--- src/rtl/mpt_pkg.sv ---
package mpt_pkg;

    localparam int DATA_W      = 32;
    localparam int WIN_LSB     = 5;
    localparam int PRE_W       = 8;
    localparam logic [1:0] SIZE_WORD = 2'd2;

    typedef enum logic [2:0] {
        REG_RELOAD = 3'd0,
        REG_COUNT  = 3'd1,
        REG_CTRL   = 3'd2,
        REG_STATUS = 3'd3
    } reg_sel_e;

    typedef struct packed {
        logic [PRE_W-1:0] prescale;
        logic             irq_en;
        logic             auto_rl;
        logic             run;
    } tmr_ctrl_t;

    function automatic logic [DATA_W-1:0] ctrl_to_word(input tmr_ctrl_t c);
        logic [DATA_W-1:0] w;
        w        = '0;
        w[0]     = c.run;
        w[1]     = c.auto_rl;
        w[2]     = c.irq_en;
        w[15:8]  = c.prescale;
        return w;
    endfunction

    function automatic tmr_ctrl_t word_to_ctrl(input logic [DATA_W-1:0] w);
        tmr_ctrl_t c;
        c.run      = w[0];
        c.auto_rl  = w[1];
        c.irq_en   = w[2];
        c.prescale = w[15:8];
        return c;
    endfunction

endpackage

--- src/rtl/mpt_addr_decode.sv ---
module mpt_addr_decode
    import mpt_pkg::*;
#(
    parameter int NUM_CORES = 4,
    parameter int WIN_W     = 3,
    parameter int CID_W     = 2
) (
    input  logic                 req_valid,
    input  logic [WIN_W-1:0]     req_win,
    input  logic [1:0]           req_size,
    input  logic [CID_W-1:0]     req_core_id,
    output logic                 hit_o,
    output logic [CID_W-1:0]     tgt_core_o,
    output logic [NUM_CORES-1:0] sel_oh_o,
    output logic                 err_o
);

    logic [31:0] win_ext;
    logic [31:0] cid_ext;
    logic        size_ok;
    logic        is_alias;
    logic        in_range;

    always_comb begin
        win_ext  = 32'(req_win);
        cid_ext  = 32'(req_core_id);
        size_ok  = (req_size == SIZE_WORD);
        is_alias = (win_ext == 32'd0);
        if (is_alias) begin
            tgt_core_o = req_core_id;
            in_range   = (cid_ext < 32'(NUM_CORES));
        end else begin
            tgt_core_o = CID_W'(win_ext - 32'd1);
            in_range   = ((win_ext - 32'd1) < 32'(NUM_CORES));
        end
        hit_o = req_valid && size_ok && in_range;
        err_o = req_valid && (!size_ok || (is_alias && !in_range));
    end

    for (genvar k = 0; k < NUM_CORES; k++) begin : g_sel
        assign sel_oh_o[k] = hit_o && (tgt_core_o == CID_W'(k));
    end

endmodule

--- src/rtl/mpt_private_timer.sv ---
module mpt_private_timer
    import mpt_pkg::*;
#(
    parameter int COUNT_W = 32
) (
    input  logic              clk,
    input  logic              rst,
    input  logic              acc_en,
    input  logic              acc_wr,
    input  logic [2:0]        acc_reg,
    input  logic [DATA_W-1:0] acc_wdata,
    output logic [DATA_W-1:0] rd_word_o,
    output logic              irq_o
);

    tmr_ctrl_t          ctrl_q;
    logic [COUNT_W-1:0] reload_q;
    logic [COUNT_W-1:0] count_q;
    logic [PRE_W-1:0]   pre_q;
    logic               status_q;

    logic wr;
    logic cnt_wr;
    logic ctl_wr;
    logic clr_wr;
    logic tick;
    logic expire;

    always_comb begin
        wr     = acc_en && acc_wr;
        cnt_wr = wr && ((acc_reg == REG_RELOAD) || (acc_reg == REG_COUNT));
        ctl_wr = wr && (acc_reg == REG_CTRL);
        clr_wr = wr && (acc_reg == REG_STATUS) && acc_wdata[0];
        tick   = ctrl_q.run && (pre_q == ctrl_q.prescale);
        expire = tick && (count_q == COUNT_W'(1));
    end

    always_ff @(posedge clk) begin
        if (rst) begin
            pre_q <= '0;
        end else if (cnt_wr || ctl_wr || !ctrl_q.run || tick) begin
            pre_q <= '0;
        end else begin
            pre_q <= pre_q + PRE_W'(1);
        end
    end

    always_ff @(posedge clk) begin
        if (rst) begin
            reload_q <= '0;
            count_q  <= '0;
        end else if (wr && (acc_reg == REG_RELOAD)) begin
            reload_q <= COUNT_W'(acc_wdata);
            count_q  <= COUNT_W'(acc_wdata);
        end else if (wr && (acc_reg == REG_COUNT)) begin
            count_q  <= COUNT_W'(acc_wdata);
        end else if (tick && (count_q != '0)) begin
            if (expire) begin
                count_q <= ctrl_q.auto_rl ? reload_q : '0;
            end else begin
                count_q <= count_q - COUNT_W'(1);
            end
        end
    end

    always_ff @(posedge clk) begin
        if (rst) begin
            ctrl_q <= '0;
        end else if (ctl_wr) begin
            ctrl_q <= word_to_ctrl(acc_wdata);
        end
    end

    always_ff @(posedge clk) begin
        if (rst) begin
            status_q <= 1'b0;
        end else if (expire && !cnt_wr) begin
            status_q <= 1'b1;
        end else if (clr_wr) begin
            status_q <= 1'b0;
        end
    end

    always_comb begin
        case (acc_reg)
            REG_RELOAD: rd_word_o = DATA_W'(reload_q);
            REG_COUNT:  rd_word_o = DATA_W'(count_q);
            REG_CTRL:   rd_word_o = ctrl_to_word(ctrl_q);
            REG_STATUS: rd_word_o = DATA_W'(status_q);
            default:    rd_word_o = '0;
        endcase
    end

    assign irq_o = status_q && ctrl_q.irq_en;

    // a stopped timer keeps its count unless software writes it
    assert_hold_when_stopped_R7: assert property (@(posedge clk) disable iff (rst)
        (!ctrl_q.run && !cnt_wr) |=> $stable(count_q));

    // one-shot expiry parks at zero with the flag raised
    assert_oneshot_park_R8: assert property (@(posedge clk) disable iff (rst)
        (expire && !ctrl_q.auto_rl && !cnt_wr) |=> (count_q == '0) && status_q);

    // auto-reload expiry restarts from the reload value
    assert_periodic_reload_R8: assert property (@(posedge clk) disable iff (rst)
        (expire && ctrl_q.auto_rl && !cnt_wr && !ctl_wr) |=> (count_q == $past(reload_q)) && status_q);

    // a clear with no coincident expiry drops the flag
    assert_w1c_R9: assert property (@(posedge clk) disable iff (rst)
        (clr_wr && !expire) |=> !status_q);

endmodule

--- src/rtl/mpt_rdata_mux.sv ---
module mpt_rdata_mux
    import mpt_pkg::*;
#(
    parameter int NUM_CORES = 4,
    parameter int CID_W     = 2
) (
    input  logic [NUM_CORES-1:0][DATA_W-1:0] words_i,
    input  logic [CID_W-1:0]                 sel_i,
    input  logic                             hit_i,
    output logic [DATA_W-1:0]                word_o
);

    always_comb begin
        word_o = '0;
        for (int k = 0; k < NUM_CORES; k++) begin
            if (hit_i && (sel_i == CID_W'(k))) begin
                word_o = words_i[k];
            end
        end
    end

endmodule

--- src/rtl/mpt_banked_timer_window.sv ---
module mpt_banked_timer_window
    import mpt_pkg::*;
#(
    parameter int NUM_CORES = 4,
    parameter int MAX_CORES = 4,
    parameter int COUNT_W   = 32,
    localparam int CID_W    = (MAX_CORES > 1) ? $clog2(MAX_CORES) : 1,
    localparam int WIN_W    = $clog2(MAX_CORES + 1),
    localparam int ADDR_W   = WIN_W + WIN_LSB
) (
    input  logic                 clk,
    input  logic                 rst,
    input  logic                 req_valid,
    input  logic                 req_write,
    input  logic [ADDR_W-1:0]    req_addr,
    input  logic [1:0]           req_size,
    input  logic [CID_W-1:0]     req_core_id,
    input  logic [DATA_W-1:0]    req_wdata,
    output logic                 rsp_valid,
    output logic [DATA_W-1:0]    rsp_rdata,
    output logic                 err_o,
    output logic [NUM_CORES-1:0] irq_o
);

    if (NUM_CORES < 1 || NUM_CORES > MAX_CORES) begin : g_cfg_bad
        $error("core count %0d outside 1..%0d", NUM_CORES, MAX_CORES);
    end
    if (COUNT_W < 1 || COUNT_W > DATA_W) begin : g_cnt_bad
        $error("counter width %0d outside 1..%0d", COUNT_W, DATA_W);
    end

    logic [WIN_W-1:0]                 win;
    logic [2:0]                       reg_idx;
    logic                             hit;
    logic [CID_W-1:0]                 tgt_core;
    logic [NUM_CORES-1:0]             sel_oh;
    logic                             acc_err;
    logic [NUM_CORES-1:0][DATA_W-1:0] rd_words;
    logic [DATA_W-1:0]                mux_word;

    assign win     = req_addr[ADDR_W-1:WIN_LSB];
    assign reg_idx = req_addr[WIN_LSB-1:2];

    mpt_addr_decode #(
        .NUM_CORES (NUM_CORES),
        .WIN_W     (WIN_W),
        .CID_W     (CID_W)
    ) decode_i (
        .req_valid   (req_valid),
        .req_win     (win),
        .req_size    (req_size),
        .req_core_id (req_core_id),
        .hit_o       (hit),
        .tgt_core_o  (tgt_core),
        .sel_oh_o    (sel_oh),
        .err_o       (acc_err)
    );

    for (genvar k = 0; k < NUM_CORES; k++) begin : g_core
        mpt_private_timer #(
            .COUNT_W (COUNT_W)
        ) timer_i (
            .clk       (clk),
            .rst       (rst),
            .acc_en    (sel_oh[k]),
            .acc_wr    (req_write),
            .acc_reg   (reg_idx),
            .acc_wdata (req_wdata),
            .rd_word_o (rd_words[k]),
            .irq_o     (irq_o[k])
        );
    end

    mpt_rdata_mux #(
        .NUM_CORES (NUM_CORES),
        .CID_W     (CID_W)
    ) rmux_i (
        .words_i (rd_words),
        .sel_i   (tgt_core),
        .hit_i   (hit),
        .word_o  (mux_word)
    );

    always_ff @(posedge clk) begin
        if (rst) begin
            rsp_valid <= 1'b0;
            rsp_rdata <= '0;
            err_o     <= 1'b0;
        end else begin
            rsp_valid <= req_valid && !req_write;
            rsp_rdata <= (req_valid && !req_write && hit) ? mux_word : '0;
            err_o     <= acc_err;
        end
    end

    // at most one timer is strobed by any request
    assert_single_target_R2: assert property (@(posedge clk) disable iff (rst)
        $onehot0(sel_oh));

    // alias access from an absent core is flagged and reads zero
    assert_alias_err_R3: assert property (@(posedge clk) disable iff (rst)
        (req_valid && (win == '0) && (32'(req_core_id) >= 32'(NUM_CORES)))
        |=> err_o && (rsp_rdata == '0));

    // a non-word access is flagged and reads zero
    assert_bad_size_R4: assert property (@(posedge clk) disable iff (rst)
        (req_valid && (req_size != SIZE_WORD)) |=> err_o && (rsp_rdata == '0));

    // windows past the last core are silent and empty
    assert_absent_window_R5: assert property (@(posedge clk) disable iff (rst)
        (req_valid && (req_size == SIZE_WORD) && (32'(win) > 32'(NUM_CORES)))
        |=> !err_o && (rsp_rdata == '0));

    // every read is answered on the next cycle
    assert_read_latency_R11: assert property (@(posedge clk) disable iff (rst)
        (req_valid && !req_write) |=> rsp_valid);

endmodule

--- config.mk ---
export PLATFORM = sky130hd
export DESIGN_NAME = mpt_banked_timer_window
export DESIGN_NICKNAME = d
export VERILOG_FILES = /design/src/rtl/mpt_pkg.sv /design/src/rtl/mpt_addr_decode.sv /design/src/rtl/mpt_private_timer.sv /design/src/rtl/mpt_rdata_mux.sv /design/src/rtl/mpt_banked_timer_window.sv
export SDC_FILE = /design/constraint.sdc
export NUM_CORES = 1
export LEC_CHECK = 0
export ABC_AREA = 1
export BUFFER_PORTS_ARGS = -buffer_cell sky130_fd_sc_hd__buf_2
export CORE_MARGIN = 4
export CORE_UTILIZATION = 55
export DETAILED_ROUTE_END_ITERATION = 16
export PLACE_DENSITY = 0.72
export SLEW_MARGIN = 20
export SYNTH_ARGS = -nofsm -noshare
export SYNTH_HDL_FRONTEND = slang
export SYNTH_SLANG_ARGS = --single-unit
export TNS_END_PERCENT = 20
--- constraint.sdc ---
create_clock -name clk -period 3.4 [get_ports clk]
set_input_delay 0.34 -clock clk [delete_from_list [all_inputs] [get_ports clk]]
set_output_delay 0.34 -clock clk [all_outputs]
set_load 0.02 [all_outputs]
==> results.md <==
- Row cnt: 75
- VDD IR max: 0.396 mV
- Critical Path AT: 3.32 ns
- Antenna violations before repair: 5
- CP top delay family: simple AND/OR/NAND/NOR gates
- Async set-reset flop share out of synthesis: 0
- Placed cells: 4364
- Library cells used by synthesis: 45
- Max Cap Viol: 0
- Critical Path Start Type: register
- Synth Instances: 3894
- Post-synth top area cell: dfxtp_1
- CTS Buffer Depth: 3
- DR vias/cell: 5.80
- Clock Pin Slew Worst Setup and Hold Paths: 0.06 ns
- Post-Syn Nets: 3956
- Yosys warnings: 0
- First-pass GRT wire length: 139 mm
- Remaining global-route overflow: 0
- Period utilisation layout: 0.828
- Fmax: 355 MHz
- Root Buffer: clkbuf_16
- Leak: 11.1 nW
- Yosys reg bits: 370
- Vias in the first global route: 24100
- Mapped Area: 23500 sq um
- Pre-CTS setup slack: 0.484 ns
- Nets@finish: 3935
- Power Dens Cells: 387 nW/um^2
- CTS H-tree depth: 2
- Final worst slack: 0.584 ns
- Worst slew pin tran: 0.928 ns
- Worst path cell trace: inv_1 -> ha_1 -> nand2_1 -> nor2_2 -> nand2_2 -> nor2_4 -> nand2_1 -> nand2_4 -> nand2_4 -> inv_1 -> nand2_1 -> a21oi_1
- Drt total wl: 91.3 mm
- Final Non-Filler Cells: 4445
- DP HPWL: 64.1 mm
- Area grow syn2layout: 9.29%
- Synth top area cells: dfxtp_1, nand2_1, a21oi_1, inv_1, nor2_1
- CP required: 3.91 ns
- Dominant synthesized flop cell: dfxtp_1
- Pin count of the biggest net entering global routing: 149
- CTS Buf Count: 44
- CTS tree: done
- Width of the die: 215 um
- Setup CP Type: register to register
- Routed vias: 25800
- Post-Syn Area per Cell: 6.04 sq um
- Worst Path Buf+Inv: 2
- Status: finished clean
- # IOs: 86
- RSZ-0062 raised after global routing: false
- CTS Hold Buffers Added: 2
- Final setup fails: 0
- DRT antenna net count: 0
- Post-cts gate resize count: 0
- Top-area cell type share of the netlist area: 0.315
- TritonRoute pass-1 iters: 7
- Die area: 46100 sq um
- Initial DRC Count: 2922
- CP Capture Type: register
- Pins Over Slew Limit: 0
- Critical Path Fanout Max: 26
- Routability cong.: 1.01
- Starting density of the core: 0.558
- Drt wl/cell: 20.5 um
- Crit-path max cell delay: 0.36 ns
- Core area: 42100 sq um
- Clock Skew: 0.0325 ns
- GRT Overall Usage: 0.379
- Layout fillers: 4351
- Share of cells above drive strength 1: 0.0730
- Postcts setup bufs: 0
- Slowest-stage cell, CP: ha_1
- Most Frequent Cell on Critical Path: nand2_1
- CTS Sinks: 370
- Final Hold Viols: 0
- DRC Markers: 0
- Setup tns final: 0 ns
- Hold Crit Class: primary input to register
- Die Y: 215 um
- Post-synth EDFFs: 0
- Crit path time final: 2.82 ns
- Rel. slew slack: 0.380
- PortBufs: 83
- Sequential fraction of the synthesis area: 0.315
- Worst-Skew Late Latency: 0.60 ns
-- worst register-to-register path: stages, from the launching register on --
cell	delay [ns]
dfxtp_1	0.33
inv_1	0.16
ha_1	0.36
nand2_1	0.19
nor2_2	0.24
nand2_2	0.12
nor2_4	0.19
nand2_1	0.12
nand2_4	0.25
nand2_4	0.26
inv_1	0.27
nand2_1	0.08
a21oi_1	0.17
-- power breakdown --
part / switching [mW] / internal (mW)
combinational: 0.478 / 0.135
sequential: 0.00513 / 4.34
clock: 2.06 / 2.92
-- cell usage after synthesis (all sizes together), types with 62 or more instances --
library cell	number
o22ai	63
clkbuf	137
inv	405
o21ai	226
nor2	409
dfxtp	370
nand3	269
nand2	1275
a21oi	324
buf	81
xor2	62
nand3b	72
-- layer usage --
metal | GRT usage | vias to the layer above | routed length, um
li1 | - | 12500 | -
met1 | 0.470 | 11600 | 35000
met2 | 0.614 | 1319 | 41500
met3 | 0.0941 | 314 | 9470
met4 | 0.193 | 0 | 5370
met5 | 0 | - | 0
-- metrics by stage --
step                cell area, sq um  utilization  hold slack, ns  power [mW]
floorplan                      23500            -           0.430        4.75
global placement               24200        0.574           0.452        5.01
global route                   25700        0.610           0.120        10.2
detailed placement             24200        0.574           0.458        5.02
finish                         25700        0.610           0.134        9.94
CTS                            25700        0.610          0.0995        9.92
-- layout by cell type, fill, tap and decap left out, types with 18 or more instances in the layout --
master     count
nand4_1       57
buf_4         60
inv_1        394
clkbuf_16     44
nand2_1     1260
o2111ai_1     18
nor2_1       386
dfxtp_1      369
xnor2_1       21
nand3b_1      72
o21ai_0      217
nand3_1      265
nor3_1        20
buf_2         82
o22ai_1       63
a21oi_1      324
xor2_1        62
-- state kept, by name, indices dropped and copies added, names as in the netlist --
register,flops
g_core.timer_i.status_q,4
g_core.timer_i.ctrl_q,44
g_core.timer_i.pre_q,32
rsp_rdata,32
g_core.timer_i.reload_q,128
g_core.timer_i.count_q,128
err_o,1
rsp_valid,1
-- cell type report --
type                    count  area (sq um)  share of cell area
diodes                      2          5.00            0.000195
flip-flops and latches    370          7410               0.288
well taps                 539           674              0.0262
inverters                 408          1540              0.0598
multi-input cells        2898         13600               0.528
clock buffers              56          1230              0.0477
repair buffers            151          1010              0.0394
clock inverters            21           253             0.00984
-- cell families (layout without fill, tap and decap cells) --
logic type,after synthesis,after routing,share of synthesized area
simple gates,2113,2113,0.380
compound gates,688,688,0.159
buf+inv,626,636,0.108
flops,370,370,0.315
xor+xnor,83,83,0.0309
fa+ha+maj,14,14,0.00745
other cells,0,2,0
-- path summary, 6_finish.rpt --
check	startpoint	endpoint	slack [ns]	depth (start not counted)
hold reg to reg	g_core[2].timer_i.reload_q[26]	g_core[2].timer_i.reload_q[26]	0.47	2
hold / removal	req_wdata[4]	g_core[0].timer_i.reload_q[4]	0.13	3
setup / recovery	g_core[3].timer_i.count_q[0]	g_core[3].timer_i.count_q[12]	0.58	12
setup reg to reg	g_core[3].timer_i.count_q[0]	g_core[3].timer_i.count_q[12]	0.58	12
No activity file was read; power rests on OpenSTA's default activity.
